<file path="src/rtl/sreg_pkg.sv">
package sreg_pkg;

    localparam int SREG_AW    = 6;
    localparam int SREG_DW    = 8;
    localparam int SREG_SYNC  = 2;

    typedef enum logic {
        PH_CMD  = 1'b0,
        PH_DATA = 1'b1
    } phase_e;

    typedef struct packed {
        logic               wr;
        logic [SREG_AW-1:0] addr;
    } cmd_t;

    typedef struct packed {
        logic sel_n;
        logic rise;
        logic fall;
        logic din;
    } sev_t;

    // Command fields: top bit direction, then the address; lowest bit ignored.
    function automatic cmd_t decode_cmd(input logic [SREG_DW-1:1] hi);
        cmd_t c;
        c.wr   = hi[SREG_DW-1];
        c.addr = hi[SREG_DW-2:1];
        return c;
    endfunction

endpackage

</file>
<file path="src/rtl/sreg_sync.sv">
module sreg_sync
    import sreg_pkg::*;
#(
    parameter int STAGES = SREG_SYNC
) (
    input  logic clk,
    input  logic rst,
    input  logic sck,
    input  logic csn,
    input  logic din,
    output sev_t ev
);

    localparam int TOP = STAGES - 1;

    logic [STAGES-1:0] sck_p;
    logic [STAGES-1:0] csn_p;
    logic [STAGES-1:0] din_p;
    logic              sck_d;

    generate
        if (STAGES == 1) begin : g_single
            always_ff @(posedge clk) begin
                if (rst) begin
                    sck_p <= '0;
                    csn_p <= '1;
                    din_p <= '0;
                end else begin
                    sck_p <= sck;
                    csn_p <= csn;
                    din_p <= din;
                end
            end
        end else begin : g_chain
            always_ff @(posedge clk) begin
                if (rst) begin
                    sck_p <= '0;
                    csn_p <= '1;
                    din_p <= '0;
                end else begin
                    sck_p <= {sck_p[STAGES-2:0], sck};
                    csn_p <= {csn_p[STAGES-2:0], csn};
                    din_p <= {din_p[STAGES-2:0], din};
                end
            end
        end
    endgenerate

    always_ff @(posedge clk) begin
        if (rst) begin
            sck_d <= 1'b0;
        end else begin
            sck_d <= sck_p[TOP];
        end
    end

    always_comb begin
        ev.sel_n = csn_p[TOP];
        ev.rise  = ~csn_p[TOP] &  sck_p[TOP] & ~sck_d;
        ev.fall  = ~csn_p[TOP] & ~sck_p[TOP] &  sck_d;
        ev.din   = din_p[TOP];
    end

endmodule

</file>
<file path="src/rtl/sreg_frame.sv">
module sreg_frame
    import sreg_pkg::*;
(
    input  logic               clk,
    input  logic               rst,
    input  sev_t               ev,
    output logic [SREG_AW-1:0] rf_addr,
    output logic [SREG_DW-1:0] rf_wdata,
    output logic               rf_we,
    output logic               rd_phase,
    output logic               byte_edge
);

    localparam int CNT_W = $clog2(SREG_DW);
    localparam logic [CNT_W-1:0] LAST_BIT = CNT_W'(SREG_DW - 1);

    phase_e             phase;
    logic [CNT_W-1:0]   bit_cnt;
    logic [SREG_DW-1:0] shreg;
    logic               dir_wr;
    logic               inc_pend;
    logic [SREG_DW-1:0] next_byte;
    cmd_t               cmd_now;

    assign next_byte = {shreg[SREG_DW-2:0], ev.din};
    assign cmd_now   = decode_cmd(next_byte[SREG_DW-1:1]);

    always_ff @(posedge clk) begin
        if (rst || ev.sel_n) begin
            phase    <= PH_CMD;
            bit_cnt  <= '0;
            shreg    <= '0;
            dir_wr   <= 1'b0;
            rf_addr  <= '0;
            rf_wdata <= '0;
            rf_we    <= 1'b0;
            inc_pend <= 1'b0;
        end else begin
            rf_we    <= 1'b0;
            inc_pend <= 1'b0;
            if (inc_pend) begin
                rf_addr <= rf_addr + 1'b1;
            end
            if (ev.rise) begin
                shreg   <= next_byte;
                bit_cnt <= bit_cnt + 1'b1;
                if (bit_cnt == LAST_BIT) begin
                    if (phase == PH_CMD) begin
                        dir_wr  <= cmd_now.wr;
                        rf_addr <= cmd_now.addr;
                        phase   <= PH_DATA;
                    end else begin
                        if (dir_wr) begin
                            rf_we    <= 1'b1;
                            rf_wdata <= next_byte;
                        end
                        inc_pend <= 1'b1;
                    end
                end
            end
        end
    end

    assign rd_phase  = (phase == PH_DATA) && !dir_wr;
    assign byte_edge = (bit_cnt == '0);

endmodule

</file>
<file path="src/rtl/sreg_tx.sv">
module sreg_tx
    import sreg_pkg::*;
(
    input  logic               clk,
    input  logic               rst,
    input  sev_t               ev,
    input  logic               rd_phase,
    input  logic               byte_edge,
    input  logic [SREG_DW-1:0] rf_rdata,
    output logic               tx_bit,
    output logic               tx_valid
);

    logic [SREG_DW-1:0] sh;

    always_ff @(posedge clk) begin
        if (rst || ev.sel_n) begin
            sh       <= '0;
            tx_valid <= 1'b0;
        end else if (ev.fall && rd_phase && byte_edge) begin
            sh       <= rf_rdata;
            tx_valid <= 1'b1;
        end else if (ev.fall && tx_valid) begin
            sh <= {sh[SREG_DW-2:0], 1'b0};
        end
    end

    assign tx_bit = sh[SREG_DW-1];

endmodule

</file>
<file path="src/rtl/sreg_spi_slave.sv">
module sreg_spi_slave
    import sreg_pkg::*;
#(
    parameter int AW     = SREG_AW,
    parameter int DW     = SREG_DW,
    parameter int STAGES = SREG_SYNC
) (
    input  logic          clk,
    input  logic          rst,
    input  logic          mode_3w,
    input  logic          sck,
    input  logic          csn,
    input  logic          sdi,
    input  logic          sdio_i,
    input  logic [DW-1:0] rf_rdata,
    output logic          sdo,
    output logic          sdo_oe,
    output logic          sdio_o,
    output logic          sdio_oe,
    output logic [AW-1:0] rf_addr,
    output logic [DW-1:0] rf_wdata,
    output logic          rf_we
);

    sev_t ev;
    logic din_sel;
    logic rd_phase;
    logic byte_edge;
    logic tx_bit;
    logic tx_valid;

    assign din_sel = mode_3w ? sdio_i : sdi;

    sreg_sync #(.STAGES(STAGES)) u_sync (
        .clk (clk),
        .rst (rst),
        .sck (sck),
        .csn (csn),
        .din (din_sel),
        .ev  (ev)
    );

    sreg_frame u_frame (
        .clk       (clk),
        .rst       (rst),
        .ev        (ev),
        .rf_addr   (rf_addr),
        .rf_wdata  (rf_wdata),
        .rf_we     (rf_we),
        .rd_phase  (rd_phase),
        .byte_edge (byte_edge)
    );

    sreg_tx u_tx (
        .clk       (clk),
        .rst       (rst),
        .ev        (ev),
        .rd_phase  (rd_phase),
        .byte_edge (byte_edge),
        .rf_rdata  (rf_rdata),
        .tx_bit    (tx_bit),
        .tx_valid  (tx_valid)
    );

    assign sdo     = tx_bit;
    assign sdio_o  = tx_bit;
    assign sdo_oe  = tx_valid & ~mode_3w & ~csn;
    assign sdio_oe = tx_valid &  mode_3w & ~csn;

endmodule

</file>
<file path="config.mk">
export PLATFORM = sky130hd
export DESIGN_NAME = sreg_spi_slave
export DESIGN_NICKNAME = d
export VERILOG_FILES = /design/src/rtl/sreg_pkg.sv /design/src/rtl/sreg_sync.sv /design/src/rtl/sreg_frame.sv /design/src/rtl/sreg_tx.sv /design/src/rtl/sreg_spi_slave.sv
export SDC_FILE = /design/constraint.sdc
export NUM_CORES = 1
export LEC_CHECK = 0
export CAP_MARGIN = 20
export CORE_MARGIN = 5
export CORE_UTILIZATION = 39
export DETAILED_ROUTE_END_ITERATION = 10
export DONT_BUFFER_PORTS = 1
export PLACE_DENSITY = 0.61
export SETUP_SLACK_MARGIN = 0.4
export SYNTH_ARGS = -nofsm -noshare
export SYNTH_HDL_FRONTEND = slang
export SYNTH_SLANG_ARGS = --single-unit
</file>
<file path="constraint.sdc">
create_clock -name clk -period 2.3 [get_ports clk]
set_input_delay 0.46 -clock clk [delete_from_list [all_inputs] [get_ports clk]]
set_output_delay 0.46 -clock clk [all_outputs]
set_load 0.02 [all_outputs]
</file>
==> flow_summary.json <==
{
  "slowest_delay_ns": 0.42,
  "cts_tree": "built",
  "fin_crit_sh_pct": 75.0,
  "max_freq_mhz": 580,
  "cts_sinks": 44,
  "grt_pass1_vias": 1422,
  "p_sw_share_pct": 20.2,
  "core.rowCount": 25,
  "dpl.cell_count": 269,
  "rsz0062_at_grt": "false",
  "syn_area_per_cell_sq_um": 9.10,
  "antenna_left": 0,
  "core_area_sq_mm": 0.00479,
  "yosysTopAreaCellShare_pct": 45.4,
  "clock_tree.buffer_depth": 2,
  "syn_area_sq_mm": 0.00194,
  "start_kind": "flip-flop",
  "synth.ff_latch_count": 44,
  "timing.hold.ws_ns": 0.221,
  "drt_iter0_drc": 107,
  "syn2layout_area_growth_pct": 7.36,
  "final_max_slew_viol_count": 0,
  "antenna_found_initial": 0,
  "postSynth.asyncResetShare_pct": 0,
  "synth_area_leaders": "dfxtp_1, a21oi_1, mux2i_1",
  "synth-main-ff-cell": "dfxtp_1",
  "synth_top_area_cell": "dfxtp_1",
  "cpMostUsedCell": "ha_1",
  "fillers": 474,
  "final_nets": 228,
  "setup_ws_ns": 0.575,
  "clkLatencyLatePin_ns": 0.30,
  "yosys_warnings": 0,
  "ys_seq_area_share_pct": 45.4,
  "grt_pass1_wl_um": 6540,
  "diodes": 0,
  "htree_levels": 2,
  "skew_ns": 0.00552,
  "cts_root_buf": "clkbuf_8",
  "tightest_slew_ns": 0.697,
  "grt_max_degree": 26,
  "setup_viol": 0,
  "dr.pass1.iters": 4,
  "comb_power_share_pct": 1.6,
  "syn_nets": 232,
  "finalCriticalPeriod_ns": 1.72,
  "worstPathCellList": "ha_1, ha_1, nand4bb_1, or2_1, a311oi_2",
  "clkPwrFrac_pct": 42.3,
  "gp_congestion": 0.734,
  "hold_viol_final": 0,
  "design_area_sq_mm": 0.00208,
  "seqPwrFrac_pct": 56.1,
  "yosysUniqueCellTypes": 38,
  "route.detailed.drc": 0,
  "die_area_sq_mm": 0.00648,
  "fin_util_pct": 43.5,
  "max_slew_margin_pct": 53.3,
  "power_density_mw_per_mm2": 660,
  "ir_drop_v": 0.000461,
  "ioPinCount": 34,
  "dp_hpwl_um": 2620,
  "cp_data_required_time_ns": 2.52,
  "p_int_mw": 1.10,
  "instances_no_fill": 277,
  "ff2ff_path_depth": 5,
  "fin_tns_setup_ns": 0,
  "p_leak_nw": 0.671,
  "holdPathStages": 1,
  "io_buffers": 0,
  "critical_path_class": "flip-flop to flip-flop",
  "grtUsageTotal_pct": 13.1,
  "overflow": 0,
  "wl_um": 3840,
  "worstHoldPathType": "input port to flip-flop",
  "power_mw": 1.38,
  "crit_path_end_kind": "flip-flop",
  "critPathSlowestCell": "or2_1",
  "vias": 1434,
  "maxCapViolations": 0,
  "drt-vias-per-instance": 5.18,
  "outcome": "complete, no violations",
  "clk_pin_slew_ns": 0.08,
  "cp_max_fo": 9,
  "final_common_cell": "dfxtp_1",
  "final_layout_size_suffix_gt1_share_pct": 11.0,
  "die-width_um": 80.5,
  "initial_utilization_pct": 40.5,
  "post_drt_wl_per_cell_um": 13.9,
  "synth_cells": 213,
  "synth_edf_count": 0,
  "dieHeight_um": 80.5,
  "layout_common_cells": "dfxtp_1, a21oi_1, nand2_1",
  "preCtsSetupSlack_ns": 0.567,
  "dpl_cell_area_sq_mm": 0.00196,
  "cts_buffers": 5,
  "cp.arrival_ns": 1.94,
  "switchingPower_uw": 278
}
-- power groups by stage --
stage	logic, mW	clock network (mW)	registers [mW]
after detailed placement	0.0221	0	0.789
after global placement	0.0222	0	0.789
final	0.0221	0.582	0.771
after global routing	0.0248	0.640	0.772
after floorplan	0.0204	0	0.788
after CTS	0.0223	0.600	0.771
-- what timing repair did --
action | CTS | global route
endpoints found under the setup margin | 1 | 1
setup buffers | 0 | 0
hold buffers | 0 | 0
resized for setup | 1 | 1
-- flip-flops by register name, indices dropped and copies added (netlist names), 2 cells and up --
| register | flops |
|---|---|
| u_frame.rf_wdata | 8 |
| u_tx.sh | 8 |
| u_frame.shreg | 7 |
| u_frame.rf_addr | 6 |
| u_frame.bit_cnt | 3 |
| u_sync.csn_p | 2 |
| u_sync.din_p | 2 |
| u_sync.sck_p | 2 |
-- layout make-up --
type                       count  area (sq um)  area share [%]
multi-input combinational    144           937            45.0
sequential                    44           882            42.4
tap                           67          83.8            4.03
clock buffer                   5          68.8            3.31
clock inverter                 3          42.5            2.04
inverter                      10          37.5            1.80
timing repair buffer           4          30.0            1.44
-- per-layer routing --
metal	track usage (%)	share of wire (%)	vias to the layer above
li1	-	-	732
met2	19.2	44	31
met3	5.04	6.2	6
met5	0	0	-
met4	4.56	1.4	0
met1	17.5	48	665
-- worst max-delay path, delay by kind of cell, from the launching register on --
family	cells	cell delay, ns
AND/OR/NAND/NOR	2	0.71
flip-flops	1	0.37
adder cells (fa/ha/maj)	2	0.35
AO/OA/AOI/OAI	1	0.21
-- worst paths after layout --
path	start	end	slack, ns
setup / recovery	u_frame.bit_cnt[0]$_SDFFE_PP0N_	u_frame.rf_addr[5]$_SDFF_PP0_	0.58
hold / removal	rst	u_sync.sck_p[0]$_SDFF_PP0_	0.22
setup reg to reg	u_frame.bit_cnt[0]$_SDFFE_PP0N_	u_frame.rf_addr[5]$_SDFF_PP0_	0.58
hold reg to reg	u_sync.csn_p[0]$_SDFF_PP1_	u_sync.csn_p[1]$_SDFF_PP1_	0.41
-- cells in the mapped netlist (all sizes together), types with 2 or more instances --
cell type  instances
o31ai              2
or2                4
mux2i              9
buf               12
ha                 4
nor2b              6
xor2               3
and3b              2
nor3b              3
a221oi             7
dfxtp             44
a21oi             21
nor2               4
nand2             20
nor3               7
clkbuf             3
nand3              8
a211oi             3
nand2b             7
and2               2
xnor2              2
nand3b             2
nand4              2
o21ai             17
nand4bb            2
inv               10
-- kinds of logic after synthesis --
logic type / Yosys count / synth area share, %
simple gates: 72 / 20.7
compound gates: 54 / 17.9
flops: 44 / 45.4
buf+inv: 25 / 6.52
mux: 9 / 4.65
xor+xnor: 5 / 2.26
fa+ha+maj: 4 / 2.58
No activity file was read; power rests on OpenSTA's default activity.
